$ cat config.mk
export PLATFORM = sky130hd
export DESIGN_NAME = uart_doze_ctrl
export DESIGN_NICKNAME = d
export VERILOG_FILES = /design/src/rtl/uart_doze_pkg.sv /design/src/rtl/doze_idle_timer.sv /design/src/rtl/doze_wake_detect.sv /design/src/rtl/uart_doze_ctrl.sv
export SDC_FILE = /design/constraint.sdc
export NUM_CORES = 1
export LEC_CHECK = 0
export ABC_AREA = 1
export BUFFER_PORTS_ARGS = -buffer_cell sky130_fd_sc_hd__buf_2
export CORE_MARGIN = 2
export CORE_UTILIZATION = 45
export CTS_CLUSTER_DIAMETER = 120
export DETAILED_ROUTE_END_ITERATION = 8
export PLACE_DENSITY = 0.75
export SETUP_SLACK_MARGIN = 0.2
export SLEW_MARGIN = 20
export SYNTH_ARGS = -nofsm -noshare
export SYNTH_HDL_FRONTEND = slang
export SYNTH_HIERARCHICAL = 1
export SYNTH_SLANG_ARGS = --single-unit
$ cat constraint.sdc
create_clock -name clk -period 2 [get_ports clk]
set_clock_uncertainty 0.15 [all_clocks]
set_input_delay 0.3 -clock clk [delete_from_list [all_inputs] [get_ports clk]]
set_output_delay 0.3 -clock clk [all_outputs]
set_load 0.02 [all_outputs]
$ cat src/rtl/uart_doze_pkg.sv
package uart_doze_pkg;
    typedef enum logic [1:0] {
        ST_RUN    = 2'd0,
        ST_SLEEP  = 2'd1,
        ST_LOWPWR = 2'd2
    } doze_state_t;
endpackage

$ cat src/rtl/doze_idle_timer.sv
module doze_idle_timer #(
    parameter int CHAR_BITS  = 10,
    parameter int IDLE_CHARS = 4
) (
    input  logic clk,
    input  logic rst_n,
    input  logic rx_in,
    input  logic baud_tick,
    output logic idle_done
);
    localparam int LIMIT = IDLE_CHARS * CHAR_BITS;
    localparam int CW    = $clog2(LIMIT + 1);
    localparam logic [CW-1:0] LIM_V = CW'(LIMIT);

    logic [CW-1:0] cnt;

    always_ff @(posedge clk or negedge rst_n) begin
        if (!rst_n)                          cnt <= '0;
        else if (!rx_in)                     cnt <= '0;
        else if (baud_tick && cnt != LIM_V)  cnt <= cnt + 1'b1;
    end

    assign idle_done = (cnt == LIM_V);

    // a low RX level restarts the count
    p_rx_low_clears_r3: assert property (@(posedge clk) disable iff (!rst_n)
        !rx_in |=> cnt == '0);
    // the count never passes the limit
    p_cnt_bound_r3: assert property (@(posedge clk) disable iff (!rst_n)
        cnt <= LIM_V);
endmodule

$ cat src/rtl/doze_wake_detect.sv
module doze_wake_detect #(
    parameter int MODEM_W = 4
) (
    input  logic               clk,
    input  logic               rst_n,
    input  logic               rx_in,
    input  logic               txf_load,
    input  logic [MODEM_W-1:0] modem_in,
    output logic               mdm_chg,
    output logic               wake
);
    logic               rx_q;
    logic [MODEM_W-1:0] mdm_q;
    logic [MODEM_W-1:0] bit_chg;

    always_ff @(posedge clk or negedge rst_n) begin
        if (!rst_n) begin
            rx_q  <= 1'b1;
            mdm_q <= '0;
        end else begin
            rx_q  <= rx_in;
            mdm_q <= modem_in;
        end
    end

    for (genvar i = 0; i < MODEM_W; i++) begin : g_mdm
        assign bit_chg[i] = modem_in[i] ^ mdm_q[i];
    end

    assign mdm_chg = |bit_chg;
    assign wake    = (rx_q & ~rx_in) | txf_load | mdm_chg;

    // a falling RX edge always raises wake
    p_rx_fall_wakes_r6: assert property (@(posedge clk) disable iff (!rst_n)
        ($past(rx_in) && !rx_in) |-> wake);
endmodule

$ cat src/rtl/uart_doze_ctrl.sv
module uart_doze_ctrl
    import uart_doze_pkg::*;
#(
    parameter int CHAR_BITS  = 10,
    parameter int IDLE_CHARS = 4,
    parameter int MODEM_W    = 4
) (
    input  logic               clk,
    input  logic               rst_n,
    input  logic               lowpwr_pin,
    input  logic               enh_en,
    input  logic               sleep_en,
    input  logic               rx_ovr,
    input  logic               txf_empty,
    input  logic               tsr_empty,
    input  logic               rxf_empty,
    input  logic               irq_pend,
    input  logic               txf_load,
    input  logic               rx_in,
    input  logic [MODEM_W-1:0] modem_in,
    input  logic               baud_tick,
    output logic               clk_en,
    output logic               iso_en,
    output logic               div_wr_block
);
    doze_state_t state, nxt;
    logic idle_done, mdm_chg, wake;
    logic allowed, quiet, enter_ok;

    doze_idle_timer #(.CHAR_BITS(CHAR_BITS), .IDLE_CHARS(IDLE_CHARS)) u_idle (
        .clk(clk), .rst_n(rst_n), .rx_in(rx_in), .baud_tick(baud_tick),
        .idle_done(idle_done)
    );

    doze_wake_detect #(.MODEM_W(MODEM_W)) u_wake (
        .clk(clk), .rst_n(rst_n), .rx_in(rx_in), .txf_load(txf_load),
        .modem_in(modem_in), .mdm_chg(mdm_chg), .wake(wake)
    );

    assign allowed  = enh_en & sleep_en;
    assign quiet    = txf_empty & tsr_empty & rxf_empty & ~irq_pend & ~mdm_chg;
    assign enter_ok = allowed & quiet & (rx_ovr | idle_done) & ~wake;

    always_comb begin
        nxt = state;
        unique case (state)
            ST_RUN:    if (lowpwr_pin) nxt = ST_LOWPWR;
                       else if (enter_ok) nxt = ST_SLEEP;
            ST_SLEEP:  if (lowpwr_pin) nxt = ST_LOWPWR;
                       else if (wake || !allowed) nxt = ST_RUN;
            ST_LOWPWR: if (!lowpwr_pin) nxt = ST_RUN;
            default:   nxt = ST_RUN;
        endcase
    end

    always_ff @(posedge clk or negedge rst_n) begin
        if (!rst_n) state <= ST_RUN;
        else        state <= nxt;
    end

    always_comb begin
        clk_en       = (state == ST_RUN) && !lowpwr_pin;
        iso_en       = (state == ST_LOWPWR) || lowpwr_pin;
        div_wr_block = !clk_en;
    end

    // entering sleep needs both enable bits in the prior cycle
    p_enter_enabled_r1: assert property (@(posedge clk) disable iff (!rst_n)
        (state == ST_RUN && !lowpwr_pin) ##1 (state == ST_SLEEP) |-> $past(enh_en && sleep_en));
    // a wake event in sleep, with the pin low, leads to run
    p_wake_runs_r6: assert property (@(posedge clk) disable iff (!rst_n)
        (state == ST_SLEEP && wake && !lowpwr_pin) |=> state == ST_RUN);
    // the pin stops clocks and isolates at once
    p_lowpwr_now_r8: assert property (@(posedge clk) disable iff (!rst_n)
        lowpwr_pin |-> (!clk_en && iso_en));
    // the pin held high keeps the block in low-power
    p_lowpwr_hold_r8: assert property (@(posedge clk) disable iff (!rst_n)
        lowpwr_pin |=> state == ST_LOWPWR);
    // divisor writes are blocked while asleep
    p_div_block_r9: assert property (@(posedge clk) disable iff (!rst_n)
        (state == ST_SLEEP) |-> div_wr_block);
endmodule

==> impl_metrics.toml, run 1 <==
[critical_path]
timing.rr.end = "state[0]"
critical_path_buf_inv_count = 3
regToRegSetupSlack_ns = 0.42
startpoint_of_the_most_critical_register_to_register_path = "u_idle/cnt[0]"
worst-endpoint-arrival_ns = 1.17
path_max_fanout = 4
critical_path_s_top_delay_family = "flip-flops"
largest_stage_delay_on_the_critical_path_ns = 0.40
worstSetupPathType = "reg -> out"
crit_end_category = "primary output"
crit_slowest_cell = "sky130_fd_sc_hd__dfrtp_1"
critical_path.cell_chain = "inv_2 -> nand2_1 -> nor2_1 -> inv_1 -> buf_2"
worst-r2r-cell-count = 10
crit_path_start_kind = "flop"
required_time_of_the_critical_path_ns = 1.55

[sta]
max_slew_margin = 0.800
setup_tns_ns = 0
report.final.slew_viol_count = 0
worstMarginPinSlew_ns = 0.300
timing.final.setup_violations = 0
rsz0062_at_grt = "false"
timing_hold_violations_final = 0
final_worst_path_period_share = 0.808
finalWorstPathRequiredPeriod_ns = 1.62
timing.fmax_ghz = 0.619

[worst_hold_path]
timing.hold.worst.class = "in -> reg"
whs_endpoint = "u_wake/mdm_q[3]"
min_delay_path_depth = 1
min-delay-start = "modem_in[3]"

[logic_synthesis]
synth_largest_area_cell = "sky130_fd_sc_hd__dfrtp_1"
warnings_synthesis = 6
synthTopCellsByCount = "sky130_fd_sc_hd__nand2_1 (31), sky130_fd_sc_hd__inv_1 (20), sky130_fd_sc_hd__dfrtp_1 (12), sky130_fd_sc_hd__nand3_1 (10), sky130_fd_sc_hd__nor2_1 (10)"
synth.yosys.seq_area_share = 0.426
yosysMostFrequentCell = "sky130_fd_sc_hd__nand2_1"
synth_fp_nets = 126
postSynthRegisterBits = 13
ys_async_sr_fraction = 1.00
synth_top_cells_by_area = "sky130_fd_sc_hd__dfrtp_1 (39%), sky130_fd_sc_hd__nand2_1 (15%), sky130_fd_sc_hd__inv_1 (9.8%), sky130_fd_sc_hd__nand3_1 (6.5%), sky130_fd_sc_hd__nor2_1 (4.9%)"
yosys_most_used_dff = "sky130_fd_sc_hd__dfrtp_1"
avgSynthCellArea_um2 = 7.16
yosysUniqueCellTypes = 19
post_synth_edffs = 0
synth_area_um2 = 766
synth_cells = 107
yosys.area.top_type_share = 0.392

[grt]
pin_count_of_the_biggest_net_entering_global_routing = 14
number_of_antenna_violations_at_the_first_check_in_global_routing = 0
globalRouteTotalUtil = 0.174
via_count_of_the_first_global_routing_pass = 642
grt_pass1_wl_um = 2610
overflow = 0

[layout]
diodes = 0
area_growth_pct = 21.2
stdcell_count = 148
fin_nets = 152
area_of_the_multi_input_gates_um2 = 357
drive_above_1_share = 0.235
layout.filler_cells = 153
design_area_um2 = 928
seq_area_um2 = 327

[die]
row_count = 14
coreArea_um2 = 1560
die_x_um = 45.3
io_pins = 20
floorplan.die.height_um = 45.3
fp.dieArea_um2 = 2050
starting_density = 0.491

[routing]
routedWlPerCell_um = 10.6
antenna_violating_nets_post_route = 0
route.detailed.vias_per_inst = 5.05
routed_wl_um = 1570
drc = 0
route.vias.total = 747
first_pass_iters = 4
drt_first_iter_violations = 9

[clock_network]
clk_path_buf_depth = 2
clock_tree.htree_level_count = 1
postCtsHoldBufs = 1
cts.repair_timing.setup_buffer_count = 0
root_buffer = "sky130_fd_sc_hd__clkbuf_4"
cts.sink_count = 13
tritoncts_buffers = 3
cts_repair_resize_count = 0
worstSkewPairLatency_ns = 0.27
tritoncts = "built"
cts.reportedPaths.clkPinSlew_ns = 0.09

[placed_design]
detailedPlacementHpwl_um = 1270
port_buffers = 19
placed_area_um2 = 881
finalWeightedCongestion = 0.781
dp.cells = 142

[pwr]
power.density_nw_per_um2 = 566
leakage_nw = 0.514
fin_total_pwr_uw = 525
vdd_drop_max_mv = 0.428

[job]
max-cap-violations = 0

[outcome]
outcome = "finished, final reports clean"
## through the flow
stage          hold WS (ns)  setup slack, ns   util
6_report            0.00713            0.384  0.596
3_3_place_gp         0.0555            0.531  0.565
2_1_floorplan        -0.146            0.522      -
5_1_grt             0.00151            0.262  0.596
4_1_cts             0.00401            0.384  0.589
3_5_place_dp         0.0583            0.442  0.565
## worst max-delay path by stage
| stage | startpoint | to | slack [ns] | cells past startpoint |
|---|---|---|---|---|
| final | state[1] | div_wr_block | 0.38 | 5 |
| after detailed placement | u_idle/cnt[0] | state[0] | 0.44 | 10 |
| after global routing | u_idle/cnt[0] | state[0] | 0.26 | 10 |
| after global placement | u_idle/cnt[0] | state[0] | 0.53 | 10 |
| after CTS | state[1] | div_wr_block | 0.38 | 5 |
| after floorplan | state[1] | div_wr_block | 0.52 | 4 |
## cells by family (layout without fill, tap and decap cells)
family,Yosys count,count (layout),share of synthesized area
and+or+nand+nor,60,60,0.359
xor gates and xnor gates,1,1,0.0114
buffers and inverters,22,47,0.108
adders and majority gates,2,2,0.0327
DFF,13,13,0.426
AOI/OAI and AO/OA,9,9,0.0621
## cells in the final DEF (no fill, tap or decap)
| master | instances |
|---|---|
| sky130_fd_sc_hd__o21ai_1 | 5 |
| sky130_fd_sc_hd__nor2_2 | 1 |
| sky130_fd_sc_hd__nor3_1 | 1 |
| sky130_fd_sc_hd__nand2_1 | 31 |
| sky130_fd_sc_hd__o21ai_0 | 1 |
| sky130_fd_sc_hd__inv_1 | 20 |
| sky130_fd_sc_hd__a21oi_1 | 2 |
| sky130_fd_sc_hd__or2_2 | 1 |
| sky130_fd_sc_hd__inv_2 | 2 |
| sky130_fd_sc_hd__o21bai_1 | 1 |
| sky130_fd_sc_hd__clkbuf_4 | 3 |
| sky130_fd_sc_hd__dfstp_2 | 1 |
| sky130_fd_sc_hd__xor2_1 | 1 |
| sky130_fd_sc_hd__nand3_1 | 10 |
| sky130_fd_sc_hd__clkinv_2 | 1 |
| sky130_fd_sc_hd__nand3b_1 | 1 |
| sky130_fd_sc_hd__nand4_1 | 2 |
| sky130_fd_sc_hd__dlygate4sd3_1 | 2 |
| sky130_fd_sc_hd__ha_1 | 2 |
| sky130_fd_sc_hd__nor2_1 | 10 |
| sky130_fd_sc_hd__dfrtp_1 | 12 |
| sky130_fd_sc_hd__buf_2 | 19 |
| sky130_fd_sc_hd__nor2_4 | 3 |
## registers in the layout, indices dropped and copies added, names as in the netlist
register	cells
u_wake/mdm_q	4
u_idle/cnt	6
u_wake/rx_q	1
state	2
## final cells by class
type                    instances  share of cell area
repair buffers                 21               0.124
flip-flops and latches         13               0.352
multi-input cells              72               0.384
clock buffers                   3              0.0243
well taps                      16              0.0216
clock inverters                 1             0.00539
inverters                      22              0.0889
## worst reg2reg max path, stage by stage, from the launching register on
cell	delay, ns
sky130_fd_sc_hd__dfrtp_1	0.41
sky130_fd_sc_hd__inv_1	0.12
sky130_fd_sc_hd__ha_1	0.16
sky130_fd_sc_hd__nand3_1	0.11
sky130_fd_sc_hd__nor2_4	0.15
sky130_fd_sc_hd__nor2_1	0.06
sky130_fd_sc_hd__nor2_1	0.09
sky130_fd_sc_hd__nand2_1	0.05
sky130_fd_sc_hd__nor2_1	0.08
sky130_fd_sc_hd__nand3_1	0.07
sky130_fd_sc_hd__nand2_1	0.06
## where the power goes
group / internal, mW / leakage [nW] / switching, mW
Sequential: 0.273 / 0.165 / 0.00745
Clock: 0.0739 / 0.0177 / 0.0905
Combinational: 0.0329 / 0.331 / 0.0472
## per-layer routing
layer	up-vias	wire length (um)	GRT usage
met4	0	8	0.0353
met3	2	76	0.0400
met5	-	0	0
met2	17	797	0.323
met1	350	690	0.203
li1	378	-	-
Note: power is estimated with default switching activity, not from simulation.
==> run 2: changes to the inputs <==
==> constraint.sdc (replaced) <==
create_clock -name clk -period 1.6 [get_ports clk]
set_clock_uncertainty 0.15 [all_clocks]
set_input_delay 0.24 -clock clk [delete_from_list [all_inputs] [get_ports clk]]
set_output_delay 0.24 -clock clk [all_outputs]
set_load 0.02 [all_outputs]
==> run 2 against run 1 <==
Sequential share of layout area fell by 5.1 points. Utilization rose by 11 points. Critical path depth did not move. Final area rose by 18%. Worst hold slack improved by 0.071 ns. Wire length rose by 19%. Die area did not move. Final cell count rose by 8.1%. Combinational power rose by 87%. Critical path type unchanged.
==> impl_metrics.toml, run 2 (synthesized netlist as in run 1, its figures left out) <==
[clock_network]
cts.reportedPaths.clkPinSlew_ns = 0.08
root_buffer = "sky130_fd_sc_hd__clkbuf_4"
clk_path_buf_depth = 2
worstSkewPairLatency_ns = 0.28
clock_tree.htree_level_count = 1
cts.sink_count = 13
tritoncts = "built"
tritoncts_buffers = 3

[critical_path]
crit_end_category = "primary output"
critical_path_buf_inv_count = 3
worstSetupPathType = "reg -> out"
largest_stage_delay_on_the_critical_path_ns = 0.39
regToRegSetupSlack_ns = 0.14
crit_path_start_kind = "flop"
worst_path_most_repeated_cell = "sky130_fd_sc_hd__inv_2"
crit_slowest_cell = "sky130_fd_sc_hd__dfrtp_1"
critical_path.cell_chain = "inv_2 -> nand2_2 -> nor2_4 -> inv_2 -> buf_6"
critical_path_s_top_delay_family = "flip-flops"
path_max_fanout = 3
required_time_of_the_critical_path_ns = 1.21
worst-endpoint-arrival_ns = 1.10

[routing]
routedWlPerCell_um = 11.7
route.vias.total = 769
drc = 0
antenna_violating_nets_post_route = 0
drt_first_iter_violations = 22
route.detailed.vias_per_inst = 4.81
first_pass_iters = 5
routed_wl_um = 1870

[layout]
area_growth_pct = 43.0
fin_nets = 164
layout.cells.most_common_list = "sky130_fd_sc_hd__nand2_1 (30), sky130_fd_sc_hd__inv_1 (17), sky130_fd_sc_hd__buf_2 (16)"
largest_register_ffs = 6
diodes = 0
registers.top_by_ff_count = "u_idle/cnt"
drive_above_1_share = 0.340
layout.filler_cells = 126
largest_registers = "u_idle/cnt x6, u_wake/mdm_q x4, state x2"
mostFrequentLayoutCell = "sky130_fd_sc_hd__nand2_1"

[placed_design]
detailedPlacementHpwl_um = 1240
port_buffers = 19
finalWeightedCongestion = 0.824

[job]
max-cap-violations = 0

[grt]
overflow = 0
number_of_antenna_violations_at_the_first_check_in_global_routing = 0
grt_pass1_wl_um = 2930
globalRouteTotalUtil = 0.201
pin_count_of_the_biggest_net_entering_global_routing = 14
via_count_of_the_first_global_routing_pass = 696

[pwr]
power_frac_clock = 0.290
switchingPower_uw = 194
seq_power_share = 0.496
power.density_nw_per_um2 = 644
comb_power_share = 0.213
cellInternalPower_uw = 511
leakage_nw = 0.568
fin_total_pwr_uw = 705
sw_frac_of_total = 0.275
vdd_drop_max_mv = 0.525

[sta]
final_worst_path_period_share = 0.930
timing.final.setup_violations = 0
rsz0062_at_grt = "true"
worstMarginPinSlew_ns = 0.295
max_slew_margin = 0.804
timing_hold_violations_final = 0
finalWorstPathRequiredPeriod_ns = 1.49
timing.fmax_ghz = 0.672
setup_tns_ns = 0
report.final.slew_viol_count = 0
final.hold.worst_slack_ns = 0.0780

[die]
floorplan.die.height_um = 45.3
io_pins = 20
row_count = 14
starting_density = 0.491
die_x_um = 45.3
coreArea_um2 = 1560
fp.dieArea_um2 = 2050

[worst_hold_path]
timing.hold.worst.class = "in -> reg"

[outcome]
outcome = "finished, final reports clean"
-- run 2: cell types whose count changed in the layout (fill, tap and decap cells not counted), moves of 2 or more --
cell                            before  now
sky130_fd_sc_hd__ha_1                2    0
sky130_fd_sc_hd__dlygate4sd3_1       2    6
sky130_fd_sc_hd__buf_6               0    2
sky130_fd_sc_hd__buf_4               0    9
sky130_fd_sc_hd__nor2_1             10    8
sky130_fd_sc_hd__buf_2              19   16
sky130_fd_sc_hd__ha_4                0    2
sky130_fd_sc_hd__inv_2               2    5
sky130_fd_sc_hd__dfrtp_1            12   10
sky130_fd_sc_hd__inv_1              20   17
sky130_fd_sc_hd__dfrtp_2             0    2
-- run 2: final cells by class --
class / instances / area (um^2) / share of cell area
clock buffer: 4 / 26.3 / 0.0240
inverter: 22 / 82.6 / 0.0754
multi-input combinational: 72 / 407 / 0.371
sequential: 13 / 329 / 0.301
tap: 16 / 20.0 / 0.0183
timing repair buffer: 33 / 230 / 0.210
-- run 2: worst paths after layout --
kind	start	to	cells after the start
min in group asynchronous	rst_n	u_idle/cnt[0]	2
worst max-delay path	state[1]	div_wr_block	5
worst min-delay path	lowpwr_pin	state[1]	3
worst min register to register	state[1]	state[1]	1
worst max register to register	u_idle/cnt[0]	state[0]	10
max in group asynchronous	rst_n	u_wake/rx_q	2
-- run 2: through the flow --
| step | setup slack, ns | instances | instance area [um^2] | util |
|---|---|---|---|---|
| floorplan | 0.185 | 107 | 786 | - |
| global placement | 0.161 | 142 | 901 | 0.578 |
| detailed placement | 0.0802 | 142 | 901 | 0.578 |
| CTS | 0.107 | 157 | 1060 | 0.681 |
| global route | 0.0353 | 160 | 1090 | 0.702 |
| finish | 0.112 | 160 | 1090 | 0.702 |
-- run 2: what timing repair did --
item	CTS	global route
endpoints found under the setup margin	10	10
hold buffers	6	0
setup buffers	5	3
gates resized for setup	10	5
endpoints found under the hold margin	18	0
pin swaps	3	5
-- run 2: layer usage --
layer  GRT usage  vias to the layer above  routed length (um)
li1            -                      402                   -
met1       0.251                      350                 840
met2       0.346                       17                 962
met3      0.0600                        0                  67
met4      0.0353                        0                   0
met5           0                        -                   0
-- run 2: worst min-delay path, stage by stage --
cell,delay [ns]
sky130_fd_sc_hd__buf_2,0.10
sky130_fd_sc_hd__inv_2,0.08
sky130_fd_sc_hd__a21oi_1,0.05
-- run 2: power by group through the flow --
stage	Sequential, mW	Combinational (mW)	Clock [mW]
detailed placement	0.358	0.105	0
finish	0.350	0.150	0.205
floorplan	0.356	0.0599	0
global placement	0.357	0.100	0
CTS	0.350	0.140	0.217
global route	0.352	0.168	0.226
